===== config.mk =====
export PLATFORM = sky130hd
export DESIGN_NAME = pulse_sync_energy_latch
export DESIGN_NICKNAME = d
export VERILOG_FILES = /design/src/rtl/pse_pkg.sv /design/src/rtl/pse_edge_counter.sv /design/src/rtl/pse_accum_bank.sv /design/src/rtl/pse_hold_bank.sv /design/src/rtl/pulse_sync_energy_latch.sv
export SDC_FILE = /design/constraint.sdc
export NUM_CORES = 1
export LEC_CHECK = 0
export BUFFER_PORTS_ARGS = -buffer_cell sky130_fd_sc_hd__buf_4
export CORE_ASPECT_RATIO = 1.75
export CORE_MARGIN = 5
export CORE_UTILIZATION = 48
export DETAILED_ROUTE_END_ITERATION = 16
export GPL_ROUTABILITY_DRIVEN = 0
export GPL_TIMING_DRIVEN = 0
export PLACE_DENSITY_LB_ADDON = 0.2
export SYNTH_ARGS = -nofsm -noshare
export SYNTH_HDL_FRONTEND = slang
export SYNTH_HIERARCHICAL = 1
export SYNTH_SLANG_ARGS = --single-unit

===== constraint.sdc =====
create_clock -name clk -period 12 [get_ports clk]
set_clock_uncertainty 0.05 [all_clocks]
set_input_delay 1.2 -clock clk [delete_from_list [all_inputs] [get_ports clk]]
set_output_delay 1.2 -clock clk [all_outputs]
set_load 0.01 [all_outputs]

===== src/rtl/pse_pkg.sv =====
package pse_pkg;

  localparam int unsigned NTYPE = 3;

  typedef enum logic [2:0] {
    SEL_ACTIVE   = 3'd0,
    SEL_REACTIVE = 3'd1,
    SEL_APPARENT = 3'd2
  } pwr_sel_e;

  function automatic logic sel_valid(input logic [2:0] sel);
    return (sel == SEL_ACTIVE) || (sel == SEL_REACTIVE) || (sel == SEL_APPARENT);
  endfunction

endpackage


===== src/rtl/pse_edge_counter.sv =====
module pse_edge_counter #(
  parameter int unsigned CW = 8
) (
  input  logic          clk,
  input  logic          rst_n,
  input  logic          pulse_n_i,
  input  logic          active_i,
  input  logic [CW-1:0] cyc_i,
  output logic          latch_o
);

  localparam logic [CW-1:0] ONE = CW'(1);

  logic          pulse_q;
  logic [CW-1:0] rem_q, rem_d;
  logic [CW-1:0] reload_val, rem_eff;
  logic          fall;

  // zero count stands for one; zero in rem_q marks "not yet loaded"
  assign reload_val = (cyc_i == '0) ? ONE : cyc_i;
  assign rem_eff    = (rem_q == '0) ? reload_val : rem_q;
  assign fall       = pulse_q & ~pulse_n_i;

  always_comb begin
    latch_o = 1'b0;
    rem_d   = rem_eff;
    if (!active_i) begin
      rem_d = reload_val;
    end else if (fall) begin
      if (rem_eff == ONE) begin
        latch_o = 1'b1;
        rem_d   = reload_val;
      end else begin
        rem_d = rem_eff - ONE;
      end
    end
  end

  always_ff @(posedge clk or negedge rst_n) begin
    if (!rst_n) begin
      pulse_q <= 1'b1;
      rem_q   <= '0;
    end else begin
      pulse_q <= pulse_n_i;
      rem_q   <= rem_d;
    end
  end

endmodule


===== src/rtl/pse_accum_bank.sv =====
module pse_accum_bank #(
  parameter int unsigned NPH = 3,
  parameter int unsigned IW  = 16,
  parameter int unsigned AW  = 32
) (
  input  logic              clk,
  input  logic              rst_n,
  input  logic [NPH*IW-1:0] inc_i,
  input  logic              clr_i,
  output logic [NPH*AW-1:0] acc_o
);

  localparam int unsigned EXT = AW - IW;

  for (genvar p = 0; p < NPH; p++) begin : g_ph
    logic [IW-1:0] inc_raw;
    logic [AW-1:0] inc_ext, base, acc_q, acc_d;

    assign inc_raw = inc_i[p*IW +: IW];
    assign inc_ext = {{EXT{inc_raw[IW-1]}}, inc_raw};
    // clear and add in one step so a same-cycle increment survives
    assign base    = clr_i ? '0 : acc_q;
    assign acc_d   = base + inc_ext;

    always_ff @(posedge clk or negedge rst_n) begin
      if (!rst_n) begin
        acc_q <= '0;
      end else begin
        acc_q <= acc_d;
      end
    end

    assign acc_o[p*AW +: AW] = acc_q;
  end

endmodule


===== src/rtl/pse_hold_bank.sv =====
module pse_hold_bank #(
  parameter int unsigned NPH = 3,
  parameter int unsigned AW  = 32
) (
  input  logic              clk,
  input  logic              rst_n,
  input  logic              latch_i,
  input  logic [NPH*AW-1:0] acc_sel_i,
  output logic [NPH*AW-1:0] hold_o,
  output logic              done_o
);

  logic [NPH*AW-1:0] hold_q, hold_d;
  logic              done_q;

  always_comb begin
    hold_d = hold_q;
    if (latch_i) hold_d = acc_sel_i;
  end

  always_ff @(posedge clk or negedge rst_n) begin
    if (!rst_n) begin
      hold_q <= '0;
      done_q <= 1'b0;
    end else begin
      hold_q <= hold_d;
      done_q <= latch_i;
    end
  end

  assign hold_o = hold_q;
  assign done_o = done_q;

endmodule


===== src/rtl/pulse_sync_energy_latch.sv =====
module pulse_sync_energy_latch
  import pse_pkg::*;
#(
  parameter int unsigned NPH = 3,
  parameter int unsigned IW  = 16,
  parameter int unsigned AW  = 32,
  parameter int unsigned CW  = 8
) (
  input  logic              clk,
  input  logic              rst_n,
  input  logic              pulse_n_i,
  input  logic              sync_en_i,
  input  logic [2:0]        type_sel_i,
  input  logic [CW-1:0]     cyc_cnt_i,
  input  logic [NPH*IW-1:0] inc_act_i,
  input  logic [NPH*IW-1:0] inc_rea_i,
  input  logic [NPH*IW-1:0] inc_app_i,
  output logic [NPH*AW-1:0] hold_o,
  output logic              latch_done_o
);

  localparam int unsigned SYNC_STAGES = 2;

  logic [SYNC_STAGES-1:0] rst_pipe_q;
  logic                   rst_sync_n;

  always_ff @(posedge clk or negedge rst_n) begin
    if (!rst_n) begin
      rst_pipe_q <= '0;
    end else begin
      rst_pipe_q <= {rst_pipe_q[SYNC_STAGES-2:0], 1'b1};
    end
  end
  assign rst_sync_n = rst_pipe_q[SYNC_STAGES-1];

  logic              active, latch;
  logic [NPH*IW-1:0] inc_by_type [NTYPE];
  logic [NPH*AW-1:0] acc_by_type [NTYPE];
  logic [NPH*AW-1:0] acc_sel;

  assign active = sync_en_i & sel_valid(type_sel_i);

  assign inc_by_type[0] = inc_act_i;
  assign inc_by_type[1] = inc_rea_i;
  assign inc_by_type[2] = inc_app_i;

  pse_edge_counter #(.CW(CW)) cnt_i (
    .clk       (clk),
    .rst_n     (rst_sync_n),
    .pulse_n_i (pulse_n_i),
    .active_i  (active),
    .cyc_i     (cyc_cnt_i),
    .latch_o   (latch)
  );

  for (genvar t = 0; t < NTYPE; t++) begin : g_type
    logic clr;
    assign clr = latch && (type_sel_i == 3'(t));

    pse_accum_bank #(.NPH(NPH), .IW(IW), .AW(AW)) bank_i (
      .clk   (clk),
      .rst_n (rst_sync_n),
      .inc_i (inc_by_type[t]),
      .clr_i (clr),
      .acc_o (acc_by_type[t])
    );
  end

  always_comb begin
    unique case (type_sel_i)
      SEL_ACTIVE:   acc_sel = acc_by_type[0];
      SEL_REACTIVE: acc_sel = acc_by_type[1];
      SEL_APPARENT: acc_sel = acc_by_type[2];
      default:      acc_sel = '0;
    endcase
  end

  pse_hold_bank #(.NPH(NPH), .AW(AW)) hold_i (
    .clk       (clk),
    .rst_n     (rst_sync_n),
    .latch_i   (latch),
    .acc_sel_i (acc_sel),
    .hold_o    (hold_o),
    .done_o    (latch_done_o)
  );

endmodule


## After elaboration in Yosys (flattened, before gate mapping)

Index checks and enable logic that the tools add are counted.

- Flip-flop bits (word level): 396
- Latch bits: 0
- Memory bits (writable): 0
- ROM bits: 0
- Word-level logic and storage cells: 56
- Memories: 0

- Add/sub/neg operators: 10
- Multiply operators: 0
- Div/mod/pow operators: 0
- Magnitude comparators: 0
- Equality and inequality tests: 3
- Shifts and indexed selects: 0
- Muxes and demuxes: 18
- Bitwise operators: 3
- Reduce and logical (&&, ||, !) cells: 8

Operators with widths:

| kind | number |
|---|---|
| 32-bit adder | 9 |
| 32-bit 2-to-1 mux | 9 |
| 96-bit case mux with 3 select lines | 1 |
| 8-bit 2-to-1 mux | 5 |
| 8-bit zero test | 2 |
| 8-bit by 1-bit == test with 1-bit output (second input constant) | 1 |
| 8-bit by 1-bit subtractor with 8-bit output (second input constant) | 1 |
| 3-bit by 1-bit == test with 1-bit output (second input constant) | 1 |
| 3-bit by 2-bit == test with 1-bit output (second input constant) | 1 |
| 1-bit logical AND | 3 |
| 3-bit zero test | 1 |
| 1-bit 2-to-1 mux | 3 |
| 1-bit AND | 2 |
| 1-bit logical OR | 2 |
| 1-bit NOT | 1 |

## Longest topological paths before layout

- Depth after elaboration: 10
- Mapped depth: 26
- Depth with buffers taken out: 22

## By module

Netlist, hierarchy kept.

Modules (own cells, without submodules):

| module | times used | cells each | area an instance (um^2) | sequential area each (um^2) |
|---|---|---|---|---|
| pse_accum_bank (g_type[1].bank_i) | 1 | 959 | 8383.0 | 2402.3 |
| pse_accum_bank (g_type[2].bank_i) | 1 | 867 | 7897.6 | 2402.3 |
| pse_accum_bank (g_type[0].bank_i) | 1 | 842 | 7684.9 | 2402.3 |
| pse_hold_bank | 1 | 204 | 3789.9 | 2427.3 |
| pulse_sync_energy_latch | 1 | 457 | 3593.4 | 50.0 |
| pse_edge_counter | 1 | 115 | 947.2 | 226.5 |

## Least setup slack after synthesis

Ideal clock, no wire load.

- Path kind: input-to-reg
- Start point: input port cyc_cnt_i[5]
- End point: register g_type[2].bank_i.g_ph[2].acc_q[28]
- Setup time: 0.080 ns
- Arrival: 6.220 ns
- Data required time: 11.870 ns
- Setup slack: 5.650 ns
- Cell stages on the path: 25
- Path buffers: 4
- Cell sequence: clkbuf_1 > nor4_1 > a21o_1 > a21oi_1 > inv_1 > ha_1 > nor4b_1 > o311a_1 > nand2b_1 > buf_6 > nor2_1 > and3b_1 > clkbuf_1 > clkbuf_1 > nor2b_1 > ha_1 > fa_1 > a211oi_2 > o21ai_1 > a2111oi_2 > o41ai_1 > a311oi_2 > o21ai_1 > a21oi_1 > xnor2_1

- Longest elaborated chain between the ends: 10

Ends and longest elaborated chain:

| item | RTL line | RTL |
|---|---|---|
| start, declared | pulse_sync_energy_latch.sv:14 | `input logic [CW-1:0] cyc_cnt_i,` |
| 8-bit zero test | pse_edge_counter.sv:20 | `assign reload_val = (cyc_i == '0) ? ONE : cyc_i;` |
| 8-bit 2-to-1 mux (*) | pse_edge_counter.sv:20 |  |
| 8-bit 2-to-1 mux (*) | pse_edge_counter.sv:21 | `assign rem_eff = (rem_q == '0) ? reload_val : rem_q;` |
| 8-bit by 1-bit == test with 1-bit output (*) | pse_edge_counter.sv:30 | `if (rem_eff == ONE) begin` |
| 1-bit 2-to-1 mux (*) | pse_edge_counter.sv:30 |  |
| 1-bit 2-to-1 mux (*) | pse_edge_counter.sv:29 | `end else if (fall) begin` |
| 1-bit 2-to-1 mux (*) | pse_edge_counter.sv:27 | `if (!active_i) begin` |
| via latch | pulse_sync_energy_latch.sv:36 | `logic active, latch;` |
| 1-bit logical AND (*) | pulse_sync_energy_latch.sv:58 | `assign clr = latch && (type_sel_i == 3'(t));` |
| via g_type[2].clr | pulse_sync_energy_latch.sv:57 | `logic clr;` |
| 32-bit 2-to-1 mux (*) | pse_accum_bank.sv:22 | `assign base = clr_i ? '0 : acc_q;` |
| 32-bit adder (*) | pse_accum_bank.sv:23 | `assign acc_d = base + inc_ext;` |
| via g_type[2].bank_i.g_ph[2].acc_d[28] | pse_accum_bank.sv:17 | `logic [AW-1:0] inc_ext, base, acc_q, acc_d;` |
| end signal, assigned | pse_accum_bank.sv:27 | `acc_q <= '0;` |
| end signal, assigned | pse_accum_bank.sv:29 | `acc_q <= acc_d;` |
| end, declared | pse_accum_bank.sv:17 |  |

The timed path passes the listed nets; every way through them passes the cells marked *.
A chain may end at the register's enable or synchronous reset.

## Final worst setup path

- Start point: input port type_sel_i[2]
- End point: register g_type[2].bank_i.g_ph[2].acc_q[30]

- Longest elaborated chain between the ends: 8
- Elaborated cells on any way between the ends: 10
- Classes of those cells: add/sub: 1; eq/ne: 2; mux: 2; bitwise: 1; reduce/logical: 4

Ends and longest elaborated chain:

| item | RTL line | RTL |
|---|---|---|
| start, declared | pulse_sync_energy_latch.sv:13 | `input logic [2:0] type_sel_i,` |
| 3-bit by 1-bit == test with 1-bit output or 3-bit zero test (tied branches) | pse_pkg.sv:12 | `return (sel == SEL_ACTIVE) \|\| (sel == SEL_REACTIVE) \|\| (sel == SEL_APPARENT);` |
| 1-bit logical OR | pse_pkg.sv:12 |  |
| 1-bit logical OR (*) | pse_pkg.sv:12 |  |
| 1-bit AND (*) | pulse_sync_energy_latch.sv:41 | `assign active = sync_en_i & sel_valid(type_sel_i);` |
| via active | pulse_sync_energy_latch.sv:36 |  |
| 1-bit 2-to-1 mux (*) | pse_edge_counter.sv:27 |  |
| via latch | pulse_sync_energy_latch.sv:36 |  |
| 1-bit logical AND (*) | pulse_sync_energy_latch.sv:58 |  |
| via g_type[2].clr | pulse_sync_energy_latch.sv:57 |  |
| 32-bit 2-to-1 mux (*) | pse_accum_bank.sv:22 |  |
| 32-bit adder (*) | pse_accum_bank.sv:23 |  |
| via g_type[2].bank_i.g_ph[2].acc_d[30] | pse_accum_bank.sv:17 |  |

Marked as above.

==> results.py <==
metrics = {
    "drt": {
        "antenna_left": 0,
        "routed_wl_um": 99230,
        "wl_per_cell_um": 21.23,
        "vias": 27210,
        "drt-pass1-iter-count": 5,
        "drt-vias-per-instance": 5.822,
        "drc": 0,
        "drt_iter0_drc": 1471,
    },
    "floorplanning": {
        "start_util": 0.4847,
        "die_w_um": 206.1,
        "die-area_um2": 72780,
        "core_region_area_um2": 66630,
        "rows": 125,
        "die_h_um": 353.1,
        "io_pins": 256,
    },
    "min_path": {
        "hold_path_class": "reg -> reg",
        "worstHoldPathCells": 0,
        "hp-start": "rst_pipe_q[0]",
        "hold_end": "rst_pipe_q[1]",
    },
    "clocking": {
        "cts_hold_buf": 0,
        "post_cts_resized": 0,
        "htree_levels": 2,
        "cts_buffers": 43,
        "post_cts_buffers": 0,
        "clkSinkCount": 396,
        "clock-root-buffer": "clkbuf_16",
        "clkLatencyLatePin_ns": 0.60,
        "cts_tree": "built",
        "clkTransAtPathRegs_ns": 0.06,
        "clock_path_buffers": 3,
    },
    "logic_synthesis": {
        "syn-cell-area_um2": 32300,
        "yosysSeqAreaShare": 0.3069,
        "netlist_instances": 3444,
        "synthTopCellsByArea": "dfrtp_1 (31%), ha_1 (11%), nor2b_1 (7.8%)",
        "yosys.area_share.simple": 0.1826,
        "ys_types": 115,
        "synth_top_area_share": 0.3061,
        "yosys.area.top_type": "dfrtp_1",
        "ys_warn_count": 6,
        "synthArstFlopShare": 1.000,
        "yosys.area_share.xor_xnor": 0.07241,
        "avgSynthCellArea_um2": 9.377,
        "synth_top_family_by_area": "compound AO/OA/AOI/OAI gates",
        "synth_adder_area_share": 0.1144,
        "synth_compound_area_frac": 0.2496,
        "synth_edf_count": 0,
        "synth_ff_type": "dfrtp_1",
        "ys_ff_latch": 396,
        "syn-num-nets": 3893,
        "muxShareOfSynthArea": 0.03874,
    },
    "layout": {
        "final_layout_size_suffix_gt1_frac": 0.1720,
        "multiInputGateArea_um2": 21260,
        "final_cell_count_no_fill": 4674,
        "area_growth_pct": 14.32,
        "utilization": 0.5542,
        "mostFrequentLayoutCells": "nor2b_1 (402), dfrtp_1 (394), ha_1 (281)",
        "final_common_cell": "nor2b_1",
        "fill_cells": 6260,
        "fin_nets": 4197,
        "regArea_um2": 9915,
    },
    "worst_setup_path": {
        "crit_fanout": 10,
        "cp-start-kind": "input port",
        "end_kind": "flop",
        "path_class": "in -> reg",
        "crit_required_ns": 12.46,
        "cp.arrival_ns": 10.22,
        "r2r_cells": 24,
        "r2r-start": "cnt_i/rem_q[3]",
        "timing.rr.end": "g_type[2].bank_i/g_ph[2].acc_q[30]",
        "r2r_setup_slack_ns": 2.64,
    },
    "power_and_ir_drop": {
        "irDropWorstVdd_uv": 158.8,
        "leakage_nw": 16.62,
        "power_density_nw_per_um2": 252.0,
    },
    "timing": {
        "tightestPinTransition_ns": 1.249,
        "fmax_mhz": 102.5,
        "rsz0062_at_grt": "no",
        "fin_setup_tns_ns": 0,
        "min_period_ns": 9.758,
        "slew_violations": 0,
        "hold_viol_final": 0,
        "relSlewSlack": 0.1671,
        "finalSetupViolations": 0,
        "fin_crit_sh": 0.8132,
    },
    "global_route": {
        "antenna_found_initial": 10,
        "grt_max_degree": 65,
        "gr-total-overflow": 0,
        "grt_pass1_vias": 27940,
        "grt.total_usage": 0.2673,
        "grt_pass1_wl_um": 154700,
    },
    "place": {
        "io_buffer_count": 251,
        "post-dp-hpwl_um": 78620,
        "dp.cells": 4592,
    },
    "status": {
        "status": "completed",
    },
    "run": {
        "maxCapViolCount": 0,
    },
}
per-layer routing:
metal	global-route usage	up-vias	part of all wire
met3	0.04232	249	0.050
met5	0	-	0.00045
met1	0.3094	13050	0.39
met2	0.4670	729	0.49
li1	-	13180	-
met4	0.1460	6	0.065
registers in the layout, indices dropped and copies added (netlist names):
name                      count
hold_i/hold_o                96
cnt_i/rem_q                   8
hold_i/done_o                 1
cnt_i/pulse_q                 1
g_type.bank_i/g_ph.acc_q    288
rst_pipe_q                    2
power by group:
| part | switching, mW | total [mW] | internal (mW) |
|---|---|---|---|
| Clock | 0.597 | 1.37 | 0.772 |
| Sequential | 0.291 | 2.21 | 1.92 |
| Combinational | 3.23 | 5.73 | 2.50 |
kinds of logic (layout without fill, tap and decap cells):
logic type,after synthesis,in the layout
multiplexers,98,98
AO/OA/AOI/OAI,1082,1082
other,1,6
buffers and inverters,234,570
XOR/XNOR,267,267
flip-flops,396,396
AND/OR/NAND/NOR,1076,1076
adder cells (fa/ha/maj),290,290
worst max-delay path, stage by stage:
cell,delay [ns]
clkbuf_1,0.50
buf_2,0.42
a211oi_1,0.90
clkbuf_1,0.45
nand2_1,0.20
nor2_1,0.93
and3b_1,0.69
clkbuf_1,0.87
clkbuf_1,0.93
nor2b_1,0.11
ha_1,0.26
fa_1,0.47
a211oi_2,0.32
o21ai_1,0.26
a41o_1,0.35
a21oi_1,0.44
o21ai_0,0.25
a32o_1,0.27
a21oi_1,0.20
xnor2_1,0.15
layout make-up:
type	instances	area share
plain buffers	169	0.02420
well taps	889	0.03013
diodes	5	0.0003389
multi-input cells	2814	0.5757
repair buffers	259	0.05625
clock inverters	11	0.002914
clock buffers	66	0.03531
flip-flops and latches	396	0.2685
inverters	65	0.006608
metrics by stage:
stage / total power [mW] / setup WS, ns / hold WS (ns) / instance area (um2)
after floorplan: 6.627 / 0.09756 / 0.2812 / 32300
after global placement: 7.805 / -5.534 / 0.2850 / 35290
after detailed placement: 7.868 / 1.604 / 0.2873 / 35500
after CTS: 9.315 / 2.176 / 0.2847 / 36910
after global routing: 10.06 / 2.106 / 0.3009 / 36910
final: 9.305 / 2.242 / 0.2998 / 36920
synthesized netlist by cell type, types with 45 or more instances:
library cell / number
nand2_1: 199
o21ai_0: 108
clkbuf_1: 106
dfrtp_1: 395
a21o_1: 162
buf_2: 45
nand3_1: 59
a21oi_1: 257
ha_1: 281
xor2_1: 91
nor2b_1: 402
mux2_2: 56
a211oi_1: 126
inv_1: 65
xnor2_1: 176
a211oi_2: 98
nand2b_1: 115
nor2_1: 131
worst max-delay path by stage:
stage,from,slack (ns),end,cells past startpoint
after global placement,rst_pipe_q[1],-5.53,g_type[2].bank_i/g_ph[2].acc_q[25],0
after floorplan,rst_pipe_q[1],0.1,cnt_i/rem_q[0],0
after global routing,type_sel_i[2],2.11,g_type[2].bank_i/g_ph[2].acc_q[30],20
after CTS,type_sel_i[2],2.18,g_type[2].bank_i/g_ph[2].acc_q[30],20
after detailed placement,type_sel_i[2],1.60,g_type[2].bank_i/g_ph[2].acc_q[30],20
final,type_sel_i[2],2.24,g_type[2].bank_i/g_ph[2].acc_q[30],20
(Power assumes the default switching activity.)
